**src/rtl/gpio_win_pkg.sv**
```systemverilog
// Shared constants for the relocatable GPIO port: configuration indices
// and the legal window range. Assumes an 8-bit configuration index space.
package gpio_win_pkg;
    localparam logic [7:0]  CFG_ACT     = 8'h00;
    localparam logic [7:0]  CFG_BASE_HI = 8'h01;
    localparam logic [7:0]  CFG_BASE_LO = 8'h02;
    localparam logic [7:0]  CFG_DIR     = 8'h04;
    localparam logic [7:0]  CFG_DATA    = 8'h05;
    localparam logic [7:0]  CFG_INV     = 8'h06;
    localparam logic [15:0] WIN_MIN     = 16'h0100;
    localparam logic [15:0] WIN_MAX     = 16'h0FFF;
endpackage

```
**src/rtl/gpio_in_sync.sv**
```systemverilog
// Multi-flop synchronizer for the pin inputs. Assumes pins are
// asynchronous and each bit may be resolved independently.
module gpio_in_sync #(
    parameter int WIDTH  = 8,
    parameter int STAGES = 2
) (
    input  logic             clk,
    input  logic             rst_n,
    input  logic [WIDTH-1:0] async_in,
    output logic [WIDTH-1:0] sync_out
);
    logic [STAGES-1:0][WIDTH-1:0] stg_q;

    // First stage captures the raw pins.
    always_ff @(posedge clk) begin
        if (!rst_n) stg_q[0] <= '0;
        else        stg_q[0] <= async_in;
    end

    genvar s;
    generate
        for (s = 1; s < STAGES; s++) begin : g_stage
            // Each later stage retimes the previous one.
            always_ff @(posedge clk) begin
                if (!rst_n) stg_q[s] <= '0;
                else        stg_q[s] <= stg_q[s-1];
            end
        end
    endgenerate

    assign sync_out = stg_q[STAGES-1];
endmodule

```
**src/rtl/gpio_pin_drive.sv**
```systemverilog
// Per-pin datapath: applies polarity on the way out and in, gates the
// output enables with activation, and forms the data-register read view.
// Assumes dir bit 1 = input.
module gpio_pin_drive #(
    parameter int WIDTH = 8
) (
    input  logic             active,
    input  logic [WIDTH-1:0] dir,
    input  logic [WIDTH-1:0] data,
    input  logic [WIDTH-1:0] inv,
    input  logic [WIDTH-1:0] pin_sync,
    output logic [WIDTH-1:0] pin_out,
    output logic [WIDTH-1:0] pin_oe,
    output logic [WIDTH-1:0] read_view
);
    genvar i;
    generate
        for (i = 0; i < WIDTH; i++) begin : g_pin
            assign pin_out[i]   = data[i] ^ inv[i];
            assign pin_oe[i]    = active & ~dir[i];
            assign read_view[i] = dir[i] ? (pin_sync[i] ^ inv[i]) : data[i];
        end
    endgenerate
endmodule

```
**src/rtl/gpio_cfg_regs.sv**
```systemverilog
// Configuration register file and I/O window decoder on a synchronous
// strobe bus. Read data is registered one cycle after the strobe.
// Assumes at most one of bus_wr / bus_rd per cycle.
module gpio_cfg_regs
    import gpio_win_pkg::*;
#(
    parameter int WIDTH  = 8,
    parameter int ADDR_W = 16
) (
    input  logic              clk,
    input  logic              rst_n,
    input  logic              bus_io_sel,
    input  logic [ADDR_W-1:0] bus_addr,
    input  logic [7:0]        bus_wdata,
    input  logic              bus_wr,
    input  logic              bus_rd,
    output logic [7:0]        bus_rdata,
    input  logic [WIDTH-1:0]  read_view,
    output logic              act_q,
    output logic [WIDTH-1:0]  dir_q,
    output logic [WIDTH-1:0]  data_q,
    output logic [WIDTH-1:0]  inv_q
);
    localparam int HI_W = ADDR_W - 8;

    logic [7:0]        base_hi_q;
    logic [7:0]        base_lo_q;
    logic [ADDR_W-1:0] base;
    logic              base_ok;
    logic              cfg_hit;
    logic              win_data;
    logic              data_sel;
    logic [7:0]        idx;
    logic [7:0]        rd_mux;

    assign idx      = bus_addr[7:0];
    assign cfg_hit  = !bus_io_sel && (bus_addr[ADDR_W-1:8] == '0);
    assign base     = ADDR_W'({base_hi_q, base_lo_q});
    assign base_ok  = (base >= ADDR_W'(WIN_MIN)) && (base <= ADDR_W'(WIN_MAX));
    assign win_data = bus_io_sel && act_q && base_ok && (bus_addr == base);
    assign data_sel = (cfg_hit && idx == CFG_DATA) || win_data;

    // Configuration register writes other than data.
    always_ff @(posedge clk) begin
        if (!rst_n) begin
            act_q     <= 1'b0;
            base_hi_q <= '0;
            base_lo_q <= '0;
            dir_q     <= '1;
            inv_q     <= '0;
        end else if (bus_wr && cfg_hit) begin
            case (idx)
                CFG_ACT:     act_q     <= bus_wdata[0];
                CFG_BASE_HI: base_hi_q <= bus_wdata;
                CFG_BASE_LO: base_lo_q <= {bus_wdata[7:2], 2'b00};
                CFG_DIR:     dir_q     <= bus_wdata[WIDTH-1:0];
                CFG_INV:     inv_q     <= bus_wdata[WIDTH-1:0];
                default:     ;
            endcase
        end
    end

    // Data register: only output-pin bits accept new values.
    always_ff @(posedge clk) begin
        if (!rst_n)                data_q <= '0;
        else if (bus_wr && data_sel)
            data_q <= (data_q & dir_q) | (bus_wdata[WIDTH-1:0] & ~dir_q);
    end

    // Read multiplexer; unmapped addresses yield zero.
    always_comb begin
        rd_mux = 8'h00;
        if (data_sel) rd_mux = 8'(read_view);
        else if (cfg_hit) begin
            case (idx)
                CFG_ACT:     rd_mux = {7'b0, act_q};
                CFG_BASE_HI: rd_mux = base_hi_q;
                CFG_BASE_LO: rd_mux = base_lo_q;
                CFG_DIR:     rd_mux = 8'(dir_q);
                CFG_INV:     rd_mux = 8'(inv_q);
                default:     rd_mux = 8'h00;
            endcase
        end
    end

    // Registered read data, cleared when no read is requested.
    always_ff @(posedge clk) begin
        if (!rst_n) bus_rdata <= 8'h00;
        else        bus_rdata <= bus_rd ? rd_mux : 8'h00;
    end

    assert_input_write_ignored_R4: assert property (@(posedge clk) disable iff (!rst_n)
        (bus_wr && data_sel) |=> ((data_q & $past(dir_q)) == ($past(data_q) & $past(dir_q))));

    assert_window_silent_inactive_R9: assert property (@(posedge clk) disable iff (!rst_n)
        (bus_rd && bus_io_sel && !act_q) |=> (bus_rdata == 8'h00));

    assert_rdata_idle_zero_R12: assert property (@(posedge clk) disable iff (!rst_n)
        !bus_rd |=> (bus_rdata == 8'h00));

    logic unused_hi;
    assign unused_hi = ^{HI_W{1'b0}};
endmodule

```
**src/rtl/gpio_window_port.sv**
```systemverilog
// Top of the relocatable GPIO port: register file, input synchronizer
// and per-pin drive logic. Assumes pads take pin_out when pin_oe is high.
module gpio_window_port #(
    parameter int WIDTH       = 8,
    parameter int ADDR_W      = 16,
    parameter int SYNC_STAGES = 2
) (
    input  logic              clk,
    input  logic              rst_n,
    input  logic              bus_io_sel,
    input  logic [ADDR_W-1:0] bus_addr,
    input  logic [7:0]        bus_wdata,
    input  logic              bus_wr,
    input  logic              bus_rd,
    output logic [7:0]        bus_rdata,
    input  logic [WIDTH-1:0]  pin_in,
    output logic [WIDTH-1:0]  pin_out,
    output logic [WIDTH-1:0]  pin_oe
);
    logic             act;
    logic [WIDTH-1:0] dir, data, inv, pin_sync, read_view;

    gpio_cfg_regs #(.WIDTH(WIDTH), .ADDR_W(ADDR_W)) u_regs (
        .clk(clk), .rst_n(rst_n), .bus_io_sel(bus_io_sel), .bus_addr(bus_addr),
        .bus_wdata(bus_wdata), .bus_wr(bus_wr), .bus_rd(bus_rd),
        .bus_rdata(bus_rdata), .read_view(read_view), .act_q(act),
        .dir_q(dir), .data_q(data), .inv_q(inv)
    );

    gpio_in_sync #(.WIDTH(WIDTH), .STAGES(SYNC_STAGES)) u_sync (
        .clk(clk), .rst_n(rst_n), .async_in(pin_in), .sync_out(pin_sync)
    );

    gpio_pin_drive #(.WIDTH(WIDTH)) u_drive (
        .active(act), .dir(dir), .data(data), .inv(inv), .pin_sync(pin_sync),
        .pin_out(pin_out), .pin_oe(pin_oe), .read_view(read_view)
    );

    assert_oe_off_inactive_R9: assert property (@(posedge clk) disable iff (!rst_n)
        !act |-> (pin_oe == '0));

    assert_oe_matches_dir_R2: assert property (@(posedge clk) disable iff (!rst_n)
        act |-> ((pin_oe & dir) == '0));
endmodule

```
**config.mk**
```make
export PLATFORM = sky130hd
export DESIGN_NAME = gpio_window_port
export DESIGN_NICKNAME = d
export VERILOG_FILES = /design/src/rtl/gpio_win_pkg.sv /design/src/rtl/gpio_in_sync.sv /design/src/rtl/gpio_pin_drive.sv /design/src/rtl/gpio_cfg_regs.sv /design/src/rtl/gpio_window_port.sv
export SDC_FILE = /design/constraint.sdc
export NUM_CORES = 1
export LEC_CHECK = 0
export BUFFER_PORTS_ARGS = -buffer_cell sky130_fd_sc_hd__buf_4
export CORE_ASPECT_RATIO = 0.5
export CORE_MARGIN = 5
export CORE_UTILIZATION = 33
export DETAILED_ROUTE_END_ITERATION = 12
export SETUP_SLACK_MARGIN = 0.02
export SYNTH_ARGS = -nofsm -noshare
export SYNTH_HDL_FRONTEND = slang
export SYNTH_HIERARCHICAL = 1
export SYNTH_SLANG_ARGS = --single-unit
```
**constraint.sdc**
```tcl
create_clock -name clk -period 2.85 [get_ports clk]
set_input_delay 0.1425 -clock clk [delete_from_list [all_inputs] [get_ports clk]]
set_output_delay 0.1425 -clock clk [all_outputs]
set_load 0.1 [all_outputs]
```
After elaboration in Yosys (flattened, before gate mapping)
Index checks and enable logic that the tools add are counted.

cells by class
  order comparisons = 2
  eq/ne operators = 6
  muxes and demuxes = 11
  bitwise operators = 36
  reduce and logical (&&, ||, !) cells = 18

operators by type and width
  cell                  number
  $pmux 8 s5            1
  $eq 8x3->1 const B    3
  $and 8x8->8           2
  $eq 16x16->1          1
  $ge 16x9->1 const B   1
  $le 16x12->1 const B  1
  $logic_not 8->1       2
  $mux 8                2
  $xor 1x1->1           16
  $reduce_and 2->1      6
  $and 1x1->1           8
  $eq 8x1->1 const B    1
  $eq 8x2->1 const B    1
  $logic_and 1x1->1     8
  $mux 1                8
  $not 1->1             8
  $not 8->8             1
  $or 8x8->8            1
  $logic_not 1->1       1
  $logic_or 1x1->1      1

word-level totals
  register bits = 63
  input bits = 37
  output and inout port bits = 24
  word-level logic and storage cells = 82

Depth between registers and ports, before layout
  depth in word-level cells = 6
  gate-level depth with buffers = 7
  depth with buffers taken out = 5

Hierarchy
Netlist, hierarchy kept.

modules (own cells, without submodules)
  module          instances  cells an instance  area each (um^2)  sequential area each (um^2)
  gpio_cfg_regs   1          246                2,428.6           940.9
  gpio_in_sync    1          41                 506.7             320.3
  gpio_pin_drive  1          40                 260.2             0.0

Worst setup path after synthesis
Ideal clock, no wire load.

  kind = flip-flop to output port
  from = reg u_regs.inv_q[3]
  to = out pin_out[3]
  arrival time = 1.816 ns
  required time = 2.707 ns
  slack = 0.891 ns
  stages on the path, launching flop included = 2
  buffers on the path = 0
  cells stage by stage = dfxtp_1 xor2_1

on the way
  cells in the longest elaborated chain, start to end = 1

RTL lines
  what                    RTL line                source
  start, declared         gpio_cfg_regs.sv:22     output logic [WIDTH-1:0] inv_q
  start signal, assigned  gpio_cfg_regs.sv:57     CFG_INV: inv_q <= bus_wdata[WIDTH-1:0];
  $xor 1x1->1             gpio_pin_drive.sv:19    assign pin_out[i] = data[i] ^ inv[i];
  end, declared           gpio_window_port.sv:17  output logic [WIDTH-1:0] pin_out,

Every way passes these cells.

Worst setup path after layout
  from = reg u_regs.base_hi_q[6]
  to = reg u_regs.bus_rdata[4]

on the way
  cells in the longest elaborated chain, start to end = 6
  elaborated cells between the ends (all ways) = 8
  classes of those cells = order compare: 2; eq/ne: 1; mux: 1; reduce/logical: 4

RTL lines
  what                                         RTL line             source
  start, declared                              gpio_cfg_regs.sv:26  logic [7:0] base_hi_q;
  start signal, assigned                       gpio_cfg_regs.sv:54  CFG_BASE_HI: base_hi_q <= bus_wdata;
  $ge 16x9->1 or $le 16x12->1 (tied branches)  gpio_cfg_regs.sv:39  assign base_ok = (base >= ADDR_W'(WIN_MIN)) && (base <= ADDR_W'(WIN_MAX));
  $logic_and 1x1->1                            gpio_cfg_regs.sv:39
  $logic_and 1x1->1                            gpio_cfg_regs.sv:40  assign win_data = bus_io_sel && act_q && base_ok && (bus_addr == base);
  $logic_and 1x1->1 *                          gpio_cfg_regs.sv:40
  $logic_or 1x1->1 *                           gpio_cfg_regs.sv:41  assign data_sel = (cfg_hit && idx == CFG_DATA) || win_data;
  $mux 8 *                                     gpio_cfg_regs.sv:73  if (data_sel) rd_mux = 8'(read_view);
  end signal, assigned                         gpio_cfg_regs.sv:89  else bus_rdata <= bus_rd ? rd_mux : 8'h00;
  end, declared                                gpio_cfg_regs.sv:17  output logic [7:0] bus_rdata,

Mark *: on every way between the ends. The rest lies on a longest branch, timed or not.
A chain may end at the register's enable or synchronous reset.

==> results.json <==
{
  "synth.avg_cell_area_um2": 9.77,
  "synth.most_common_cell": "dfxtp_1",
  "ioPinCount": 61,
  "ys.flop_type": "dfxtp_1",
  "totalWireLength_um": 8500,
  "layout_setup_ws_ns": 0.687,
  "cts_resized": 0,
  "synth_fp_nets": 364,
  "synth_top_family_by_area": "simple AND/OR/NAND/NOR gates",
  "rsz0062_at_grt": "no",
  "crit_family": "simple AND/OR/NAND/NOR gates",
  "numCtsBuffers": 9,
  "avgRoutedWirePerCell_um": 16.3,
  "hold_class": "input port to flip-flop",
  "worstHoldStart": "pin_in[4]",
  "crit_chain": "or4b_1 > nor4_1 > nand4_1 > a21oi_2 > buf_4 > o2bb2ai_1",
  "setup_violations": 0,
  "die_h_um": 79.6,
  "synth_area_leaders": "dfxtp_1 39%, mux2i_1 12%, nor2b_1 6.5%",
  "crit_arrival_ns": 2.41,
  "route.met3.wl_um": 658,
  "synth-edff-count": 0,
  "grt_max_degree": 64,
  "max_slew_margin_pct": 46.2,
  "clockBufferDepth": 2,
  "numClockSinks": 63,
  "cts_tree": "done",
  "drc": 0,
  "vias_per_cell": 4.75,
  "drt_pre_antenna_iters": 5,
  "reg2reg_depth": 6,
  "ys_seq_area_share_pct": 39.5,
  "vdd_drop_max_v": 0.000266,
  "grt_usage_pct": 14.7,
  "r2r-end": "u_regs/bus_rdata[4]$_SDFF_PN0_",
  "path_clk_slew_ns": 0.06,
  "coreArea_mm2": 0.00945,
  "finClkSkew_ns": 0.00698,
  "grt-ovfl-total": 0,
  "period_minus_slack_ns": 2.16,
  "place_area_mm2": 0.00371,
  "dieArea_mm2": 0.0119,
  "fillers": 946,
  "final_util_pct": 42.5,
  "cp_slowest_cell": "or4b_1",
  "syn_inst": 327,
  "fp-row-count": 25,
  "final_cells": 520,
  "synthAdderAreaFrac_pct": 0,
  "finalCritPeriodShare_pct": 75.9,
  "synth_xor_xnor_area_share_pct": 7.67,
  "yosys_register_bits": 63,
  "synth_warnings": 6,
  "syn_area_mm2": 0.00320,
  "p_leak_nw": 1.68,
  "cp.depth": 6,
  "grt_pass1_vias": 2507,
  "insertion_delay_ns": 0.33,
  "ant_nets": 0,
  "synthArstFlopShare_pct": 0,
  "synthSimpleGateAreaFrac_pct": 26.0,
  "crit_path_max_incr_delay_ns": 0.60,
  "routed.top_layer": "met4",
  "dpl_worst_slack_ns": 0.497,
  "multi_input_area_mm2": 0.00180,
  "reg2reg_from": "u_regs/base_hi_q[6]$_SDFFE_PN0P_",
  "routed-wl-met2_um": 3700,
  "initial_core_util_pct": 33.8,
  "vias": 2472,
  "synth_compound_area_share_pct": 8.93,
  "dp_hpwl_um": 6050,
  "drive_gt1_share_pct": 28.6,
  "clockRootBuffer": "clkbuf_16",
  "synth_common_cells": "63 x dfxtp_1, 39 x mux2i_1, 33 x nor2b_1",
  "antenna_found_initial": 0,
  "io_buffers": 60,
  "reg2reg_slack_ns": 0.69,
  "status": "finished, final reports clean",
  "synth_top_area_share_pct": 39.5,
  "ys_types": 40,
  "slew_violations": 0,
  "h-tree-depth": 3,
  "cp-start-kind": "flip-flop",
  "seq_area_mm2": 0.00126,
  "stdcell_area_mm2": 0.00401,
  "fmax_ghz": 0.462,
  "die_w_um": 149,
  "cts_hold_buf": 0,
  "grt_pass1_wl_um": 13400,
  "n_antenna_cell": 0,
  "hold_viol": 0,
  "worstSetupEndpoint": "u_regs/bus_rdata[4]$_SDFF_PN0_",
  "gp_congestion": 0.859,
  "area_delta_synth_final_pct": 25.6,
  "path_buf_inv": 1,
  "startpoint": "u_regs/base_hi_q[6]$_SDFFE_PN0P_",
  "drt-initial-drc-count": 178,
  "power.density_mw_per_mm2": 531,
  "cts_setup_buffers": 0,
  "cp.required_ns": 3.09,
  "crit_type": "flip-flop to flip-flop",
  "drv_cap": 0,
  "crit_fanout": 5,
  "end_kind": "flip-flop",
  "dp_cells": 504,
  "fin_nets": 417,
  "worst_pin_slew_ns": 0.787,
  "final.setup.tns_ns": 0,
  "synth_largest_area_cell": "dfxtp_1",
  "met1Wirelength_um": 4100,
  "synthMuxAreaShare_pct": 13.6
}
[cell families (layout without fill, tap and decap cells)]
logic type / after synthesis / after routing
AO/OA/AOI/OAI: 42 / 42
buffers and inverters: 22 / 80
AND/OR/NAND/NOR: 129 / 129
XOR/XNOR: 28 / 28
flip-flops: 63 / 63
multiplexers: 43 / 43
[layer usage]
metal  vias to the layer above  track usage (%)
met1                      1151             20.7
met2                        76             22.4
li1                       1243                -
met5                         -                0
met4                         0             4.47
met3                         2             3.23
[metrics by stage]
stage	total power [mW]	hold WS, ns
6_report	2.13	0.0239
3_3_place_gp	1.04	0.352
4_1_cts	2.16	0.0137
3_5_place_dp	1.04	0.358
5_1_grt	2.20	0.0222
2_1_floorplan	0.981	0.270
[worst min path at each step]
stage	to	slack [ns]	cells past startpoint
3_3_place_gp	u_sync/stg_q[2]$_SDFF_PN0_	0.35	2
2_1_floorplan	u_sync/stg_q[1]$_SDFF_PN0_	0.27	1
4_1_cts	u_sync/stg_q[4]$_SDFF_PN0_	0.01	2
6_report	u_sync/stg_q[4]$_SDFF_PN0_	0.02	2
5_1_grt	u_sync/stg_q[4]$_SDFF_PN0_	0.02	2
3_5_place_dp	u_sync/stg_q[4]$_SDFF_PN0_	0.36	2
[worst register-to-register path: stages (launching register included)]
cell and delay [ns]:
dfxtp_1 0.32, or4b_1 0.60, nor4_1 0.29, nand4_1 0.18, a21oi_2 0.36, buf_4 0.22, o2bb2ai_1 0.12
[cell usage in the layout, fill, tap and decap left out, types with 2 or more instances in the layout]
cell type and instances:
and2_1 6, dfxtp_1 63, nand4_1 4, clkbuf_16 9, or4_4 2, mux2i_1 39, nor4_1 8, nand4_2 2
a22oi_1 3, a221oi_1 3, clkinvlp_4 4, nand2b_1 8, nor4b_4 2, nor2_1 13, buf_4 64, xor2_1 20
and2_2 12, or4b_1 2, nor2b_1 33, o2bb2ai_1 8, nand3b_1 2, a21oi_1 21, xnor2_1 8, or3_1 2
mux2_2 4, a22o_2 3, nand2_1 25
[layout make-up]
type	instances	share of cell area, %
sequential	63	31.4
clock inverter	6	1.71
multi-input combinational	242	44.7
tap	135	4.21
clock buffer	10	5.95
timing repair buffer	64	12.0
[power by group]
part / internal, mW / leakage, nW / switching [mW]
sequential: 0.892 / 0.511 / 0.00334
combinational: 0.0634 / 1.03 / 0.0632
clock: 0.703 / 0.137 / 0.407
total: 1.66 / 1.68 / 0.473
Power figures use the tool's default switching activity.
